File: src/rtl/uft_pkg.sv
package uft_pkg;
    localparam int UFT_CNT_W = 14;
    localparam int UFT_FRM_W = 11;
    localparam int UFT_DW    = 8;
    localparam int UFT_AW    = 8;

    localparam logic [UFT_AW-1:0] ADDR_CTRL   = 8'h05;
    localparam logic [UFT_AW-1:0] ADDR_RLD_LO = 8'h0E;
    localparam logic [UFT_AW-1:0] ADDR_RLD_HI = 8'h0F;

    typedef enum logic [1:0] {
        ST_STOP   = 2'd0,
        ST_LOAD   = 2'd1,
        ST_COUNT  = 2'd2,
        ST_EXPIRE = 2'd3
    } tmr_state_e;
endpackage

File: src/rtl/uft_regs.sv
module uft_regs
    import uft_pkg::*;
#(
    parameter int CNT_W = UFT_CNT_W,
    parameter int DW    = UFT_DW,
    parameter int AW    = UFT_AW
) (
    input  logic             clk,
    input  logic             rst_n,
    input  logic [AW-1:0]    addr,
    input  logic [DW-1:0]    wdata,
    input  logic             wr,
    output logic [CNT_W-1:0] reload,
    output logic             run_q,
    output logic             pol_swap,
    output logic             host_mode,
    output logic             ext_feat_en,
    output logic             start_req,
    output logic             stop_req,
    output logic             hi_wr
);
    localparam int HI_W = CNT_W - DW;

    logic [DW-1:0]   lo_q;
    logic [HI_W-1:0] hi_q;
    logic            lo_wr;
    logic            ctrl_wr;

    always_comb begin
        lo_wr     = wr && (addr == ADDR_RLD_LO);
        hi_wr     = wr && (addr == ADDR_RLD_HI);
        ctrl_wr   = wr && (addr == ADDR_CTRL);
        start_req = ctrl_wr && wdata[0] && !run_q;
        stop_req  = ctrl_wr && !wdata[0];
        reload    = {hi_q, lo_q};
    end

    always_ff @(posedge clk) begin
        if (!rst_n) begin
            lo_q        <= '0;
            hi_q        <= '0;
            run_q       <= 1'b0;
            pol_swap    <= 1'b0;
            host_mode   <= 1'b0;
            ext_feat_en <= 1'b0;
        end else begin
            if (lo_wr) lo_q <= wdata;
            if (hi_wr) begin
                hi_q        <= wdata[HI_W-1:0];
                pol_swap    <= wdata[HI_W];
                host_mode   <= wdata[HI_W+1];
                ext_feat_en <= 1'b1;
            end
            if (ctrl_wr) run_q <= wdata[0];
        end
    end
endmodule

File: src/rtl/uft_fsm.sv
module uft_fsm
    import uft_pkg::*;
#(
    parameter int CNT_W = UFT_CNT_W
) (
    input  logic             clk,
    input  logic             rst_n,
    input  logic             start_req,
    input  logic             stop_req,
    input  logic [CNT_W-1:0] reload,
    output logic [CNT_W-1:0] cnt_q,
    output logic             tick
);
    tmr_state_e state_q, state_d;
    logic       load_en;
    logic       dec_en;

    // state register
    always_ff @(posedge clk) begin
        if (!rst_n) state_q <= ST_STOP;
        else        state_q <= state_d;
    end

    // next state
    always_comb begin
        state_d = state_q;
        unique case (state_q)
            ST_STOP:   if (start_req) state_d = ST_LOAD;
            ST_LOAD:   state_d = ST_COUNT;
            ST_COUNT:  if (cnt_q <= CNT_W'(1)) state_d = ST_EXPIRE;
            ST_EXPIRE: state_d = ST_COUNT;
            default:   state_d = ST_STOP;
        endcase
        if (stop_req) state_d = ST_STOP;
    end

    // outputs
    always_comb begin
        tick    = (state_q == ST_EXPIRE);
        load_en = (state_q == ST_LOAD) || (state_q == ST_EXPIRE);
        dec_en  = (state_q == ST_COUNT) && (cnt_q != '0);
    end

    // counter datapath
    always_ff @(posedge clk) begin
        if (!rst_n)        cnt_q <= '0;
        else if (stop_req) cnt_q <= cnt_q;
        else if (load_en)  cnt_q <= reload;
        else if (dec_en)   cnt_q <= cnt_q - CNT_W'(1);
    end
endmodule

File: src/rtl/uft_frame_ctr.sv
module uft_frame_ctr
    import uft_pkg::*;
#(
    parameter int FRM_W = UFT_FRM_W
) (
    input  logic             clk,
    input  logic             rst_n,
    input  logic             tick,
    input  logic             clr,
    output logic [FRM_W-1:0] frame_num
);
    always_ff @(posedge clk) begin
        if (!rst_n)    frame_num <= '0;
        else if (clr)  frame_num <= '0;
        else if (tick) frame_num <= frame_num + FRM_W'(1);
    end
endmodule

File: src/rtl/usb_frame_timer.sv
module usb_frame_timer
    import uft_pkg::*;
#(
    parameter int CNT_W = UFT_CNT_W,
    parameter int FRM_W = UFT_FRM_W
) (
    input  logic             clk,
    input  logic             rst_n,
    input  logic [7:0]       reg_addr,
    input  logic [7:0]       reg_wdata,
    input  logic             reg_wr,
    output logic [7:0]       reg_rdata,
    output logic             frame_tick,
    output logic [FRM_W-1:0] frame_num,
    output logic             pol_swap,
    output logic             host_mode,
    output logic             ext_feat_en
);
    localparam int DW    = 8;
    localparam int SHIFT = CNT_W - DW;

    logic [CNT_W-1:0] reload;
    logic [CNT_W-1:0] cnt_q;
    logic             run_q, start_req, stop_req, hi_wr;

    uft_regs #(.CNT_W(CNT_W), .DW(DW), .AW(8)) u_regs (
        .clk(clk), .rst_n(rst_n), .addr(reg_addr), .wdata(reg_wdata), .wr(reg_wr),
        .reload(reload), .run_q(run_q), .pol_swap(pol_swap), .host_mode(host_mode),
        .ext_feat_en(ext_feat_en), .start_req(start_req), .stop_req(stop_req),
        .hi_wr(hi_wr)
    );

    uft_fsm #(.CNT_W(CNT_W)) u_fsm (
        .clk(clk), .rst_n(rst_n), .start_req(start_req), .stop_req(stop_req),
        .reload(reload), .cnt_q(cnt_q), .tick(frame_tick)
    );

    uft_frame_ctr #(.FRM_W(FRM_W)) u_frm (
        .clk(clk), .rst_n(rst_n), .tick(frame_tick), .clr(hi_wr),
        .frame_num(frame_num)
    );

    always_comb begin
        case (reg_addr)
            ADDR_CTRL:   reg_rdata = {7'd0, run_q};
            ADDR_RLD_LO: reg_rdata = reload[DW-1:0];
            ADDR_RLD_HI: reg_rdata = cnt_q[CNT_W-1:SHIFT];
            default:     reg_rdata = '0;
        endcase
    end
endmodule

File: config.mk
export PLATFORM = sky130hd
export DESIGN_NAME = usb_frame_timer
export DESIGN_NICKNAME = d
export VERILOG_FILES = /design/src/rtl/uft_pkg.sv /design/src/rtl/uft_regs.sv /design/src/rtl/uft_fsm.sv /design/src/rtl/uft_frame_ctr.sv /design/src/rtl/usb_frame_timer.sv
export SDC_FILE = /design/constraint.sdc
export NUM_CORES = 1
export LEC_CHECK = 0
export ABC_AREA = 1
export CAP_MARGIN = 25
export CORE_ASPECT_RATIO = 1.5
export CORE_MARGIN = 5
export CORE_UTILIZATION = 35
export CTS_BUF_LIST = sky130_fd_sc_hd__clkbuf_16
export CTS_CLUSTER_DIAMETER = 40
export DETAILED_ROUTE_END_ITERATION = 16
export HOLD_SLACK_MARGIN = 0.15
export PLACE_DENSITY_LB_ADDON = 0.15
export SLEW_MARGIN = 10
export SYNTH_ARGS = -nofsm -noshare
export SYNTH_HDL_FRONTEND = slang
export SYNTH_HIERARCHICAL = 1
export SYNTH_SLANG_ARGS = --single-unit
File: constraint.sdc
create_clock -name clk -period 1.65 [get_ports clk]
set_input_delay 0.2475 -clock clk [delete_from_list [all_inputs] [get_ports clk]]
set_output_delay 0.2475 -clock clk [all_outputs]
set_load 0.03 [all_outputs]
==> results of run 1 <==
## placed cells by master (no fill, tap or decap), drive strengths merged, types with 2 or more instances in the layout
cell             n
nand2          108
nor2            98
nand3           65
inv             50
dfxtp           45
buf             40
a21oi           23
o21ai           18
clkdlybuf4s50   16
dlygate4sd2     12
clkbuf           5
nor3             5
dlymetal6s2s     3
ha               3
clkinvlp         2
o21bai           2
## report_power, final
group          internal, mW  switching, mW  total [mW]  leakage [nW]
Sequential             1.09       0.000862        1.09         0.362
Clock                 0.556          0.437       0.993        0.0672
Combinational        0.0905         0.0991       0.190          1.34
## flip-flops by register name, indices dropped and copies added (netlist names)
signal / count
u_frm/frame_num: 11
u_fsm/cnt_q: 14
u_fsm/state_q: 2
u_regs/ext_feat_en: 1
u_regs/hi_q: 6
u_regs/host_mode: 1
u_regs/lo_q: 8
u_regs/pol_swap: 1
u_regs/run_q: 1
## synth_stat cells
cell | n | area, um^2
sky130_fd_sc_hd__nand2_1 | 103 | 387
sky130_fd_sc_hd__nor2_1 | 83 | 312
sky130_fd_sc_hd__nand3_1 | 62 | 310
sky130_fd_sc_hd__dfxtp_1 | 45 | 901
sky130_fd_sc_hd__inv_1 | 45 | 169
sky130_fd_sc_hd__a21oi_1 | 23 | 115
sky130_fd_sc_hd__o21ai_0 | 15 | 75.1
sky130_fd_sc_hd__nor2_4 | 11 | 124
sky130_fd_sc_hd__buf_6 | 5 | 56.3
sky130_fd_sc_hd__nor3_1 | 5 | 25.0
sky130_fd_sc_hd__inv_2 | 4 | 15.0
sky130_fd_sc_hd__nand2_2 | 4 | 25.0
sky130_fd_sc_hd__nor2_2 | 4 | 25.0
sky130_fd_sc_hd__ha_1 | 3 | 37.5
sky130_fd_sc_hd__o21ai_1 | 3 | 15.0
sky130_fd_sc_hd__buf_2 | 2 | 10.0
sky130_fd_sc_hd__nand3_2 | 2 | 20.0
sky130_fd_sc_hd__o21bai_1 | 2 | 15.0
sky130_fd_sc_hd__buf_1 | 1 | 3.75
sky130_fd_sc_hd__buf_4 | 1 | 7.51
sky130_fd_sc_hd__clkbuf_1 | 1 | 3.75
sky130_fd_sc_hd__clkinv_1 | 1 | 3.75
sky130_fd_sc_hd__nand2_4 | 1 | 11.3
sky130_fd_sc_hd__nand3_4 | 1 | 17.5
sky130_fd_sc_hd__nand4_1 | 1 | 6.26
sky130_fd_sc_hd__o21a_1 | 1 | 7.51
## routing by layer
layer	track usage [%]	vias to the layer above	wire (um)
met5	0	-	0
met4	12.3	0	528
met3	2.91	31	368
met2	32.3	69	4230
met1	16.6	1283	2900
li1	-	1497	-
## kinds of logic (layout without fill, tap and decap cells)
family                     after synthesis  after routing  synth area share (%)
and+or+nand+nor                        277            277                  46.8
buffers and inverters                   60            130                  9.97
DFF                                     45             45                  33.4
AOI/OAI and AO/OA                       44             44                  8.44
adders and majority gates                3              3                  1.39
## cell type report
type / instances / area [um^2]
sequential: 45 / 901
clock buffer: 5 / 125
clock inverter: 3 / 18.8
inverter: 50 / 188
fill: 812 / 3850
timing repair buffer: 72 / 724
tap: 102 / 128
multi-input combinational: 324 / 1630
## worst paths after layout
kind	slack (ps)	cells past startpoint	start	end
setup / recovery	50	10	reg_addr[4]	reg_rdata[5]
hold / removal	470	1	u_regs/ext_feat_en$_SDFFE_PN0P_	u_regs/ext_feat_en$_SDFFE_PN0P_
setup reg to reg	180	10	u_fsm/cnt_q[0]$_SDFFE_PN0P_	u_fsm/cnt_q[8]$_SDFFE_PN0P_
hold reg to reg	470	1	u_regs/ext_feat_en$_SDFFE_PN0P_	u_regs/ext_feat_en$_SDFFE_PN0P_
## what timing repair did
| action | CTS | global route |
|---|---|---|
| hold buffers | 0 | 0 |
| pin swaps | 8 | 4 |
| setup endpoints to repair | 29 | 31 |
| resized for setup | 40 | 14 |
| gates cloned | 2 | 0 |
| buffers inserted | 5 | 0 |
==> qor.csv, run 1 <==
metric,value,unit
outcome,finished clean,
power.static_leakage,1.77,nW
tritoncts_num_sinks,45,
postLayoutSetupSlackWorst,50.8,ps
worst-endpoint-arrival,1350,ps
placement.io_buffers,41,
path_clk_slew,60,ps
drv_slew,0,
series_of_cell_instances_along_the_critical_path,dlygate4sd2_1 > buf_4 > inv_2 > nand2_2 > nor2_4 > buf_6 > buf_12 > nand3_1 > nand2_2 > buf_6,
timing.hold.worst.class,reg -> reg,
grt.overflow.total,0,
final_net_count,520,
vdd_ir_drop_max,0.351,mV
worst_pin_slew,464,ps
detailed_place_hpwl,6.31,mm
power.density_cell_area,612,nW/um^2
cp_num_buf_inv,6,
required,1400,ps
finish.cell_count_without_fillers,601,
final-setup-viol-count,0,
postSynthNetCount,451,
critPathSlowestCell,sky130_fd_sc_hd__dlygate4sd2_1,
max_cap_viol_count,0,
syn_avg_cell_area,6.29,um^2
yosys_register_bits,45,
crit_type,in -> out,
post_synth_inst_count,429,
final_hold_viol_count,0,
core_area,7560,um^2
cp-end-kind,output pin,
clk_path_buf_depth,2,
die_w,81.7,um
critical_path.max_stage_delay,240,ps
placement.cell_area,3370,um^2
tritoncts_clock_tree,built,
die-area,9600,um^2
synthToLayoutAreaGrowth,37.5,%
crit_family,buffers and inverters,
overall_global_routing_usage,17.5,%
finalCriticalPeriod,1600,ps
totalPowerFinal,2.27,mW
routed_wirelength,8.03,mm
seq_area_frac_synth,33.4,%
critical_path_peak_fanout,5,
fin_tns_setup,0,ps
wl_per_cell,13.4,um
placedCellCount,589,
number_of_standard_cell_rows_in_the_floorplan,39,
antenna_violations_before_repair,0,
rsz_0062_raised_after_global_routing,false,
place_ws,-430,ps
cts_inserted_buffers,5,
initial_utilization,35.7,%
synth_cell_types,26,
setup_skew,6.78,ps
maximum_achievable_frequency,625,MHz
global_route_wire_length_before_repair,12.9,mm
worst_skew_pair.late_latency,290,ps
synth.cell_area,2700,um^2
finalWeightedCongestion,0.892,
drt_iter0_markers,198,
final.period_utilization,96.9,%
layout.core_utilization,49.0,%
post-route-cell-area,3710,um^2
first_pass_iters,4,
maximum_number_of_pins_on_one_net_before_global_route_repair,26,
post_route_cells_drive_above_1_share,19.6,%
yosysWarnings,6,
critPathLaunchType,input port,
cts-htree-levels,2,
ios,42,
fin_hold_ws,472,ps
first_global_vias,2802,
detail_route.vias_per_cell,4.79,
timing.max_slew.rel_slack,69.0,%
clockRootBuffer,sky130_fd_sc_hd__clkbuf_16,
drtAntennaViolNets,0,
dieHeight,118,um
drc_errors,0,
n_antenna_cell,0,
route.vias.total,2880,
(Power assumes the default switching activity.)
==> inputs of run 2 (changes only) <==
--- a/config.mk
+++ b/config.mk
@@ -8,7 +8,6 @@
 export ABC_AREA = 1
 export CAP_MARGIN = 25
 export CORE_ASPECT_RATIO = 1.5
-export CORE_MARGIN = 5
 export CORE_UTILIZATION = 35
 export CTS_BUF_LIST = sky130_fd_sc_hd__clkbuf_16
 export CTS_CLUSTER_DIAMETER = 40
==> run 2 against run 1 <==
Effect of this change:
- sequential power hardly changed
- critical path type unchanged
- critical path depth shrank 2
- final cell count decreased by 0.17%
- sequential share of layout area up 0.26 points
- via count decreased by 1.3%
- global-route usage grew 3.1 points
- clock-buffer cell count stayed put
- clock power is essentially flat
==> qor.csv, run 2 (synthesis gave the netlist of run 1 again) <==
metric,value,unit
path_clk_slew,70,ps
timing.max_slew.rel_slack,69.5,%
placedCellCount,588,
regToRegEndpoint,u_fsm/cnt_q[11]$_SDFFE_PN0P_,
critical_path.max_stage_delay,260,ps
setup_skew,4.10,ps
worstSetupStartpoint,reg_addr[0],
power_frac_comb,8.0,%
layout.core_utilization,49.8,%
routed_wirelength,7.74,mm
critPathCapture,reg_rdata[5],
regToRegStartpoint,u_fsm/cnt_q[0]$_SDFFE_PN0P_,
cp_num_buf_inv,4,
post_route_cells_drive_above_1_share,20.4,%
largest_register_ff_count,14,
drtAntennaViolNets,0,
cp-end-kind,output pin,
core_area,7370,um^2
final-setup-viol-count,0,
critical_path_peak_fanout,8,
final_hold_viol_count,0,
clk_path_buf_depth,2,
worst_pin_slew,457,ps
vdd_ir_drop_max,0.375,mV
required,1400,ps
maximum_achievable_frequency,627,MHz
drc_errors,0,
wp_depth,8,
number_of_standard_cell_rows_in_the_floorplan,38,
finalCriticalPeriod,1600,ps
worst-endpoint-arrival,1350,ps
detail_route.vias_per_cell,4.74,
clock_power_share,44.6,%
finish.cell_count_without_fillers,600,
internal-power,1.73,mW
cts_inserted_buffers,5,
timing.hold.worst.class,reg -> reg,
first_global_vias,2674,
layout_commonest_cell,sky130_fd_sc_hd__nand2_1,
global_route_wire_length_before_repair,12.4,mm
outcome,finished clean,
rsz_0062_raised_after_global_routing,true,
dieHeight,110,um
swShare,24.3,%
largest_register,u_fsm/cnt_q,
die_w,73.7,um
sw_pwr,0.558,mW
crit_type,in -> out,
final.period_utilization,96.7,%
layout_top_registers,"u_fsm/cnt_q: 14 flops, u_frm/frame_num: 11 flops, u_regs/lo_q: 8 flops",
tritoncts_num_sinks,45,
cts-htree-levels,2,
cts_hold_buf,0,
route.vias.total,2843,
finalWeightedCongestion,0.870,
maximum_number_of_pins_on_one_net_before_global_route_repair,26,
crit_family,buffers and inverters,
n_antenna_cell,0,
series_of_cell_instances_along_the_critical_path,dlygate4sd2_1 > buf_4 > inv_1 > nand2_1 > nor2_4 > nand3_1 > nand2_1 > buf_6,
clockRootBuffer,sky130_fd_sc_hd__clkbuf_16,
placement.io_buffers,41,
worst_skew_pair.late_latency,290,ps
critPathMostFrequentCell,sky130_fd_sc_hd__nand2_1,
drv_slew,0,
tritoncts_clock_tree,built,
reg2reg_setup_slack,150,ps
reg2reg_depth,10,
initial_utilization,36.6,%
die-area,8070,um^2
detailed_place_hpwl,5.91,mm
ios,42,
first_pass_iters,4,
wl_per_cell,12.9,um
final_net_count,521,
critPathSlowestCell,sky130_fd_sc_hd__dlygate4sd2_1,
power.density_cell_area,624,nW/um^2
grt.overflow.total,0,
layout_common_cells,"sky130_fd_sc_hd__nand2_1 (97), sky130_fd_sc_hd__nor2_1 (79), sky130_fd_sc_hd__nand3_1 (52)",
synthToLayoutAreaGrowth,36.0,%
drt_iter0_markers,127,
overall_global_routing_usage,20.6,%
max_cap_viol_count,0,
critPathLaunchType,input port,
power.static_leakage,1.80,nW
seqPwrFrac,47.5,%
min-delay-start,u_regs/ext_feat_en$_SDFFE_PN0P_,
antenna_violations_before_repair,0,
[run 2: cell type report]
type / count / area, um^2
clock buffer: 5 / 125
clock inverter: 3 / 21.3
fill: 756 / 3700
inverter: 50 / 190
multi-input combinational: 324 / 1620
sequential: 45 / 901
tap: 100 / 125
timing repair buffer: 73 / 692
[run 2: how the worst min path moves through the flow]
stage | endpoint | slack, ps | cells after the start
after floorplan | u_fsm/cnt_q[10]$_SDFFE_PN0P_ | 370 | 2
after global placement | u_regs/ext_feat_en$_SDFFE_PN0P_ | 450 | 1
after detailed placement | u_regs/ext_feat_en$_SDFFE_PN0P_ | 450 | 1
after CTS | u_regs/ext_feat_en$_SDFFE_PN0P_ | 470 | 1
after global routing | u_regs/ext_feat_en$_SDFFE_PN0P_ | 480 | 1
final | u_regs/ext_feat_en$_SDFFE_PN0P_ | 470 | 1
[run 2: per-layer routing]
layer	wire [um]	GRT usage, %	vias up
met1	3000	20.3	1249
met2	4120	39.0	76
met4	362	13.3	0
met5	0	0	-
li1	-	-	1496
met3	263	3.12	22
[run 2: power by group through the flow]
stage | sequential (mW) | combinational, mW | clock, mW
floorplan | 1.11 | 0.0803 | 0
global placement | 1.11 | 0.175 | 0
detailed placement | 1.11 | 0.177 | 0
CTS | 1.09 | 0.183 | 1.05
global route | 1.09 | 0.200 | 1.09
finish | 1.09 | 0.182 | 1.02
[run 2: what timing repair did]
| action | 4_1_cts | 5_1_grt |
|---|---|---|
| buffers inserted | 2 | 1 |
| endpoints found under the setup margin | 26 | 27 |
| pin swaps | 6 | 10 |
| gates cloned | 2 | 0 |
| resized for setup | 23 | 36 |
[run 2: per-stage QoR]
stage | hold WS (ps) | power (mW) | instance area [um^2] | TNS [ps] | worst slack (ps)
floorplan | 368 | 1.19 | 2700 | 0 | 90.3
global placement | 447 | 1.29 | 3350 | -8430 | -374
detailed placement | 452 | 1.29 | 3350 | -9130 | -378
CTS | 468 | 2.32 | 3590 | 0 | 5.51
global route | 483 | 2.38 | 3670 | -42.9 | -18.8
finish | 465 | 2.29 | 3670 | 0 | 54.4
